**src/rtl/prng_lfsr_pkg.sv**
```systemverilog
package prng_lfsr_pkg;
   parameter int unsigned LFSR_W    = 32;
   parameter int unsigned LFSR_STEP = 8;
   parameter int unsigned TAP_A     = 31;
   parameter int unsigned TAP_B     = 29;
   parameter int unsigned TAP_C     = 25;
   parameter int unsigned TAP_D     = 24;

   typedef enum logic {
      ADV_BIT  = 1'b0,
      ADV_BYTE = 1'b1
   } adv_mode_e;
endpackage

```
**src/rtl/prng_fb_xnor.sv**
```systemverilog
module prng_fb_xnor (
   input  logic [3:0] taps,
   output logic       fb
);
   always_comb fb = ~(taps[3] ^ taps[2] ^ taps[1] ^ taps[0]);
endmodule

```
**src/rtl/prng_byte_net.sv**
```systemverilog
module prng_byte_net #(
   parameter int unsigned W    = 32,
   parameter int unsigned STEP = 8,
   parameter int unsigned TA   = 31,
   parameter int unsigned TB   = 29,
   parameter int unsigned TC   = 25,
   parameter int unsigned TD   = 24,
   localparam int unsigned LO  = TD - (STEP - 1),
   localparam int unsigned HW  = W - LO
) (
   input  logic [HW-1:0]   s_hi,
   output logic [STEP-1:0] fb_vec
);
   if (TD < STEP) begin : g_bad_tap
      $error("lowest tap must lie above the replaced slice");
   end
   if (!(TA > TB && TB > TC && TC > TD) || TA != W - 1) begin : g_bad_order
      $error("taps must be strictly descending with the top tap at the MSB");
   end

   for (genvar j = 0; j < STEP; j++) begin : g_stage
      logic [3:0] tv;
      always_comb tv = {s_hi[TA - j - LO], s_hi[TB - j - LO],
                        s_hi[TC - j - LO], s_hi[TD - j - LO]};
      prng_fb_xnor u_fb (.taps(tv), .fb(fb_vec[STEP-1-j]));
   end
endmodule

```
**src/rtl/prng_seed_guard.sv**
```systemverilog
module prng_seed_guard #(
   parameter int unsigned   W       = 32,
   parameter logic [W-1:0]  SUB_VAL = 32'h5EED_0001
) (
   input  logic [W-1:0] seed_in,
   output logic [W-1:0] seed_out
);
   if (SUB_VAL == {W{1'b1}}) begin : g_bad_sub
      $error("substitute seed must not be the lock-up value");
   end

   always_comb begin
      seed_out = (seed_in == {W{1'b1}}) ? SUB_VAL : seed_in;
      assert (seed_out != {W{1'b1}}) else $error("guard passed lock-up seed");
   end
endmodule

```
**src/rtl/prng_byte_lfsr.sv**
```systemverilog
module prng_byte_lfsr
   import prng_lfsr_pkg::*;
#(
   parameter int unsigned       W        = LFSR_W,
   parameter int unsigned       STEP     = LFSR_STEP,
   parameter logic [W-1:0]      RST_SEED = 32'h0000_0001,
   parameter logic [W-1:0]      SUB_SEED = 32'h5EED_0001,
   localparam int unsigned      LO       = TAP_D - (STEP - 1)
) (
   input  logic            clk,
   input  logic            rst,
   input  logic            load,
   input  logic [W-1:0]    seed,
   input  logic            step,
   input  logic            byte_mode,
   output logic [W-1:0]    state_o,
   output logic            rnd_bit,
   output logic [STEP-1:0] rnd_byte
);
   if (RST_SEED == {W{1'b1}}) begin : g_bad_rst
      $error("reset seed must not be the lock-up value");
   end
   if (STEP >= W) begin : g_bad_step
      $error("step width must be below register width");
   end

   logic [W-1:0]    st_q, st_d, seed_ok;
   logic [STEP-1:0] byte_q, fbv;
   adv_mode_e       mode;

   always_comb mode = adv_mode_e'(byte_mode);

   prng_seed_guard #(.W(W), .SUB_VAL(SUB_SEED)) u_guard (
      .seed_in(seed), .seed_out(seed_ok));

   prng_byte_net #(.W(W), .STEP(STEP), .TA(TAP_A), .TB(TAP_B),
                   .TC(TAP_C), .TD(TAP_D)) u_net (
      .s_hi(st_q[W-1:LO]), .fb_vec(fbv));

   always_comb begin
      st_d = st_q;
      if (load)                    st_d = seed_ok;
      else if (step && mode == ADV_BYTE) st_d = {st_q[W-STEP-1:0], fbv};
      else if (step)               st_d = {st_q[W-2:0], fbv[STEP-1]};
   end

   always_ff @(posedge clk) begin
      if (rst) begin
         st_q   <= RST_SEED;
         byte_q <= '0;
      end else begin
         st_q <= st_d;
         if (!load && step && mode == ADV_BYTE) byte_q <= fbv;
      end
   end

   always_comb begin
      state_o  = st_q;
      rnd_bit  = st_q[W-1];
      rnd_byte = byte_q;
   end

   assert_no_lockup_R10: assert property (@(posedge clk) disable iff (rst)
      st_q != {W{1'b1}});
   assert_serial_tap_R3: assert property (@(posedge clk) disable iff (rst)
      rnd_bit == state_o[W-1]);
   assert_bit_shift_R2: assert property (@(posedge clk) disable iff (rst)
      (!load && step && !byte_mode) |=> st_q[W-1:1] == $past(st_q[W-2:0]));
   assert_byte_shift_R4: assert property (@(posedge clk) disable iff (rst)
      (!load && step && byte_mode) |=> st_q[W-1:STEP] == $past(st_q[W-STEP-1:0]));
   assert_byte_out_R9: assert property (@(posedge clk) disable iff (rst)
      (!load && step && byte_mode) |=> rnd_byte == st_q[STEP-1:0]);
   assert_load_wins_R7: assert property (@(posedge clk) disable iff (rst)
      load |=> (st_q == (($past(seed) == {W{1'b1}}) ? SUB_SEED : $past(seed)))
               && $stable(rnd_byte));
   assert_idle_hold_R8: assert property (@(posedge clk) disable iff (rst)
      (!load && !step) |=> $stable(st_q) && $stable(rnd_byte));
endmodule

```
**config.mk**
```make
export PLATFORM = sky130hd
export DESIGN_NAME = prng_byte_lfsr
export DESIGN_NICKNAME = d
export VERILOG_FILES = /design/src/rtl/prng_lfsr_pkg.sv /design/src/rtl/prng_fb_xnor.sv /design/src/rtl/prng_byte_net.sv /design/src/rtl/prng_seed_guard.sv /design/src/rtl/prng_byte_lfsr.sv
export SDC_FILE = /design/constraint.sdc
export NUM_CORES = 1
export LEC_CHECK = 0
export BUFFER_PORTS_ARGS = -buffer_cell sky130_fd_sc_hd__buf_2
export CORE_AREA = 4 4 104 67
export CTS_BUF_LIST = sky130_fd_sc_hd__clkbuf_8
export DETAILED_ROUTE_END_ITERATION = 10
export DIE_AREA = 0 0 108 71
export PLACE_DENSITY_LB_ADDON = 0.3
export SYNTH_ARGS = -nofsm -noshare
export SYNTH_HDL_FRONTEND = slang
export SYNTH_HIERARCHICAL = 1
export SYNTH_SLANG_ARGS = --single-unit
```
**constraint.sdc**
```tcl
create_clock -name clk -period 1.3 [get_ports clk]
set_input_delay 0.065 -clock clk [delete_from_list [all_inputs] [get_ports clk]]
set_output_delay 0.065 -clock clk [all_outputs]
set_load 0.1 [all_outputs]
```
# ---- After elaboration in Yosys (flattened, before gate mapping)
# Cells that the tools add are included.
# W data, S select, Z words.
dict set report word_totals {
  regBits 40
  input_bits 37
  output_inout_bits 41
  word_cells 44
}
dict set report classes {
  eq_ne 1
  mux 4
  bitwise 32
  n_reduce_logical 5
}
# operator count
set ops {}
lappend ops {{$mux W32} 4}
lappend ops {{$eq A32 B32 Y1 const B} 1}
lappend ops {{$xor A1 B1 Y1} 24}
lappend ops {{$not A1 Y1} 8}
lappend ops {{$logic_and A1 B1 Y1} 3}
lappend ops {{$reduce_bool A3 Y1} 1}
lappend ops {{$logic_not A1 Y1} 1}

# ---- Longest topological paths before layout
dict set report logic_depth {
  word_depth 7
  ltp_mapped 6
  mapped_depth_nobuf 5
}

# ---- By module
# The synthesis kept the hierarchy.
# mod n_inst cells_per_inst area_per_inst_um2 seq_area_each_um2
set modules_own_cells {}
lappend modules_own_cells {prng_byte_lfsr 1 223 2433.6 800.8}
lappend modules_own_cells {prng_seed_guard 1 46 277.8 0.0}
lappend modules_own_cells {prng_fb_xnor 8 3 26.3 0.0}

# ---- Worst setup path before layout
# OpenSTA, ideal clock, no wires.
dict set report synth_path {
  path_kind {register -> register}
  start {register st_q[24] (netlist: state_o[24])}
  end {register st_q[0] (netlist: state_o[0])}
  setup_ns 0.116
  t_arrival_ns 1.908
  required_time_ns 1.184
  slack_ns -0.725
  path_stages_with_launch 5
  n_path_buf 0
  period_less_slack_ns 2.025
  cell_sequence {dfxtp_1 xnor2_1 xnor2_1 mux2_1 o211a_1}
}
dict set report synth_via {
  word_cells_on_any_way 9
  classes_between {3 x mux; 6 x bitwise}
}
# element line_no
set synth_rtl {}
lappend synth_rtl {{start, declared} prng_byte_lfsr.sv:27} ;# logic [W-1:0] st_q, st_d, seed_ok;
lappend synth_rtl {{start signal, assigned} prng_byte_lfsr.sv:52} ;# st_q <= st_d;
lappend synth_rtl {{$xor A1 B1 Y1} prng_fb_xnor.sv:5} ;# always_comb fb = ~(taps[3] ^ taps[2] ^ taps[1] ^ taps[0]);
lappend synth_rtl {{$not A1 Y1} prng_fb_xnor.sv:5}
lappend synth_rtl {{via fbv[7]} prng_byte_lfsr.sv:28} ;# logic [STEP-1:0] byte_q, fbv;
lappend synth_rtl {{$mux W32} prng_byte_lfsr.sv:44} ;# else if (step) st_d = {st_q[W-2:0], fbv[STEP-1]};
lappend synth_rtl {{$mux W32} prng_byte_lfsr.sv:43} ;# else if (step && mode == ADV_BYTE) st_d = {st_q[W-STEP-1:0], fbv};
lappend synth_rtl {{$mux W32} prng_byte_lfsr.sv:42} ;# if (load) st_d = seed_ok;
# The timed path passes the listed nets, and every way through them passes these cells. The select of a mux whose other input is x is not followed.
# A chain may end at the register's enable or synchronous reset.

# ---- Worst setup path in the final report
dict set report layout_path {
  start {register st_q[22] (netlist: state_o[22])}
  end {register st_q[0] (netlist: state_o[0])}
}
dict set report layout_via {
  elab_chain_len 6
}
# element line_no
set layout_rtl {}
lappend layout_rtl {{$xor A1 B1 Y1 (3 in a row)} prng_fb_xnor.sv:5}
lappend layout_rtl {{$not A1 Y1} prng_fb_xnor.sv:5}
lappend layout_rtl {{via fbv[0]} prng_byte_lfsr.sv:28}
lappend layout_rtl {{$mux W32} prng_byte_lfsr.sv:43}
lappend layout_rtl {{$mux W32} prng_byte_lfsr.sv:42}
# The timed path passes the listed nets, and every way through them passes these cells.

==> impl_metrics.py <==
metrics = {
    "route": {
        "totalWireLength_um": 8343,
        "drt_pass1_iterations": 4,
        "ant_nets": 0,
        "wl_per_cell_um": 18.83,
        "drt_iter0_markers": 123,
        "vias_per_cell": 5.781,
        "via_count": 2561,
        "drc": 0,
    },
    "logic_synthesis": {
        "yosys_warnings": 6,
        "synth_common_cells": "40 x dfxtp_1, 39 x mux2i_1, 31 x nand2_1, 31 x or4b_1, 30 x o221ai_2",
        "synth_top_area_frac": 0.2741,
        "synth_area_um2": 2922,
        "syn-mean-instance-area_um2": 9.971,
        "yosysMostFrequentCell": "dfxtp_1",
        "synth_edf_count": 0,
        "synth_ff_type": "dfxtp_1",
        "synth_area_leaders": "dfxtp_1 27%, o221ai_2 15%, mux2i_1 13%",
        "synth_seq_cells": 40,
        "yosys.area.top_type": "dfxtp_1",
        "synthXorXnorAreaFrac": 0.07195,
        "synth_compound_area_frac": 0.2120,
        "synth_top_family_by_area": "simple AND/OR/NAND/NOR gates",
        "synth_fa_ha_area_frac": 0,
        "yosys-mux-area-fraction": 0.1375,
        "netlist_instances": 293,
        "ys_seq_area_frac": 0.2741,
        "synthSimpleGateAreaFrac": 0.2133,
        "synth.distinct_cells": 22,
        "synthArstFlopShare": 0,
        "synth_nets": 330,
    },
    "power_and_ir_drop": {
        "powerDensity_nw_per_um2": 1116,
        "ir_drop_v": 0.0006108,
        "cellLeakagePower_nw": 1.485,
    },
    "global_route": {
        "grt_pass1_vias": 2517,
        "grt_usage": 0.2271,
        "overflow": 0,
        "grt_pass1_wl_um": 13760,
        "antenna_found_initial": 0,
        "grt_max_degree": 67,
    },
    "timing": {
        "tightest_slew_ns": 0.4989,
        "fin_ws_ns": 0.002459,
        "hold_violations": 0,
        "period_minus_slack_ns": 1.298,
        "relSlewSlack": 0.6697,
        "max_freq_mhz": 770.7,
        "timing.final.crit_share": 0.9981,
        "setup_viol": 0,
        "finClkSkew_ns": 0.007342,
        "slew_viol_final": 0,
        "rsz0062_at_grt": "yes",
    },
    "cts": {
        "clk_path_buf_depth": 2,
        "ctsHoldBuffers": 0,
        "clkTransAtPathRegs_ns": 0.08,
        "cts_buffers": 5,
        "cts.sinks": 40,
        "cts_tree": "built",
        "h-tree-depth": 2,
        "root_buffer": "clkbuf_8",
        "clock_latency_ns": 0.29,
    },
    "place": {
        "dp_hpwl_um": 6060,
        "place.gp.congestion": 0.8908,
        "pre_cts_ws_ns": -0.06537,
        "port_buffers": 77,
    },
    "setup_path": {
        "worstSetupPathType": "flip-flop to flip-flop",
        "crit_path_start_kind": "flip-flop",
        "path_max_fanout": 4,
        "worstPathRequired_ns": 1.49,
        "arrival_ns": 1.49,
        "end_kind": "flip-flop",
    },
    "die": {
        "rows": 22,
        "die-area_um2": 7668,
        "io_pins": 78,
        "start_util": 0.4891,
        "fp.dieH_um": 71,
        "dieWidth_um": 108,
        "fp.coreArea_um2": 5973,
    },
    "finish": {
        "n_antenna_cell": 0,
        "drive_gt1_frac": 0.5070,
        "fillers": 506,
        "fin_util": 0.6202,
        "fin_nets": 395,
        "synthToLayoutAreaGrowth_pct": 26.81,
    },
    "min_path": {
        "min_path_type": "input pin to flip-flop",
    },
    "run": {
        "maxCapViolCount": 0,
    },
    "outcome": {
        "status": "finished, final reports clean",
    },
}
-- metrics by stage --
stage | TNS, ns | cells | hold WS [ns] | area (um^2) | power, mW
floorplan | -0.1300 | 293 | 0.2823 | 2999 | 2.631
global placement | -0.01661 | 434 | 0.3775 | 3488 | 2.974
detailed placement | -0.4150 | 434 | 0.3764 | 3488 | 2.985
CTS | 0 | 443 | 0.06793 | 3647 | 4.121
global route | -0.04744 | 443 | 0.07666 | 3705 | 4.295
finish | 0 | 443 | 0.07454 | 3705 | 4.134
-- layout by cell type (no fill, tap or decap) --
cell type	instances
o221ai_2	30
nor4_2	2
bufinv_16	1
a21boi_0	13
xnor2_1	17
xnor2_2	5
buf_12	5
nand2b_1	16
mux2_1	1
buf_2	73
and3b_1	1
xnor2_4	2
or3b_1	2
nand4_1	8
o221ai_1	1
mux2i_1	39
or4b_1	31
clkbuf_4	2
dfxtp_2	17
or4_1	1
o211a_1	1
dfxtp_4	15
buf_4	23
nand2_1	31
dfxtp_1	8
clkbuf_8	7
a21boi_1	7
-- final timing paths --
kind | cells past startpoint | slack, ns | startpoint | end
worst min register to register | 2 | 0.47 | rnd_byte[5] | rnd_byte[5]
worst max-delay path | 4 | 0.002 | state_o[22] | state_o[0]
worst max register to register | 4 | 0.002 | state_o[22] | state_o[0]
worst min-delay path | 3 | 0.07 | seed[18] | state_o[18]
-- per-layer routing --
layer,track usage,wire length (um),up-vias
li1,-,-,1239
met1,0.3400,3985,1220
met2,0.3395,3759,98
met3,0.04558,557,4
met4,0.04062,40,0
met5,0,0,-
-- logic make-up after synthesis --
group                     count (synthesis)
muxes                                    40
xor gates and xnor gates                 24
buffers and inverters                    45
DFF                                      40
AOI/OAI and AO/OA                        52
and+or+nand+nor                          92
-- worst max-delay path, cell delays in order (launching register included) --
cell     delay (ns)
dfxtp_4        0.39
xnor2_4        0.15
xnor2_2        0.15
mux2_1         0.30
o211a_1        0.21
-- registers in the layout, summed over array words and instances (netlist names) --
| name | count |
|---|---|
| rnd_byte | 8 |
| state_o | 32 |
-- timing repair --
item,CTS,global route
buffers inserted,1,0
setup endpoints to repair,2,5
resized for setup,4,8
pin swaps,0,1
-- power by group --
| part | internal [mW] | switching [mW] | total [mW] |
|---|---|---|---|
| Sequential | 1.31 | 0.127 | 1.44 |
| Combinational | 0.489 | 1.08 | 1.57 |
| Clock | 0.678 | 0.446 | 1.12 |
-- cell type report --
class | instances | area (um^2) | area share
Clock inverter | 1 | 30.03 | 0.008105
Tap cell | 84 | 105.1 | 0.02837
Timing Repair Buffer | 103 | 653.1 | 0.1763
Multi-Input combinational cell | 208 | 1942 | 0.5241
Sequential cell | 40 | 878.3 | 0.2371
Clock buffer | 7 | 96.34 | 0.02600
Power figures use the tool's default switching activity.
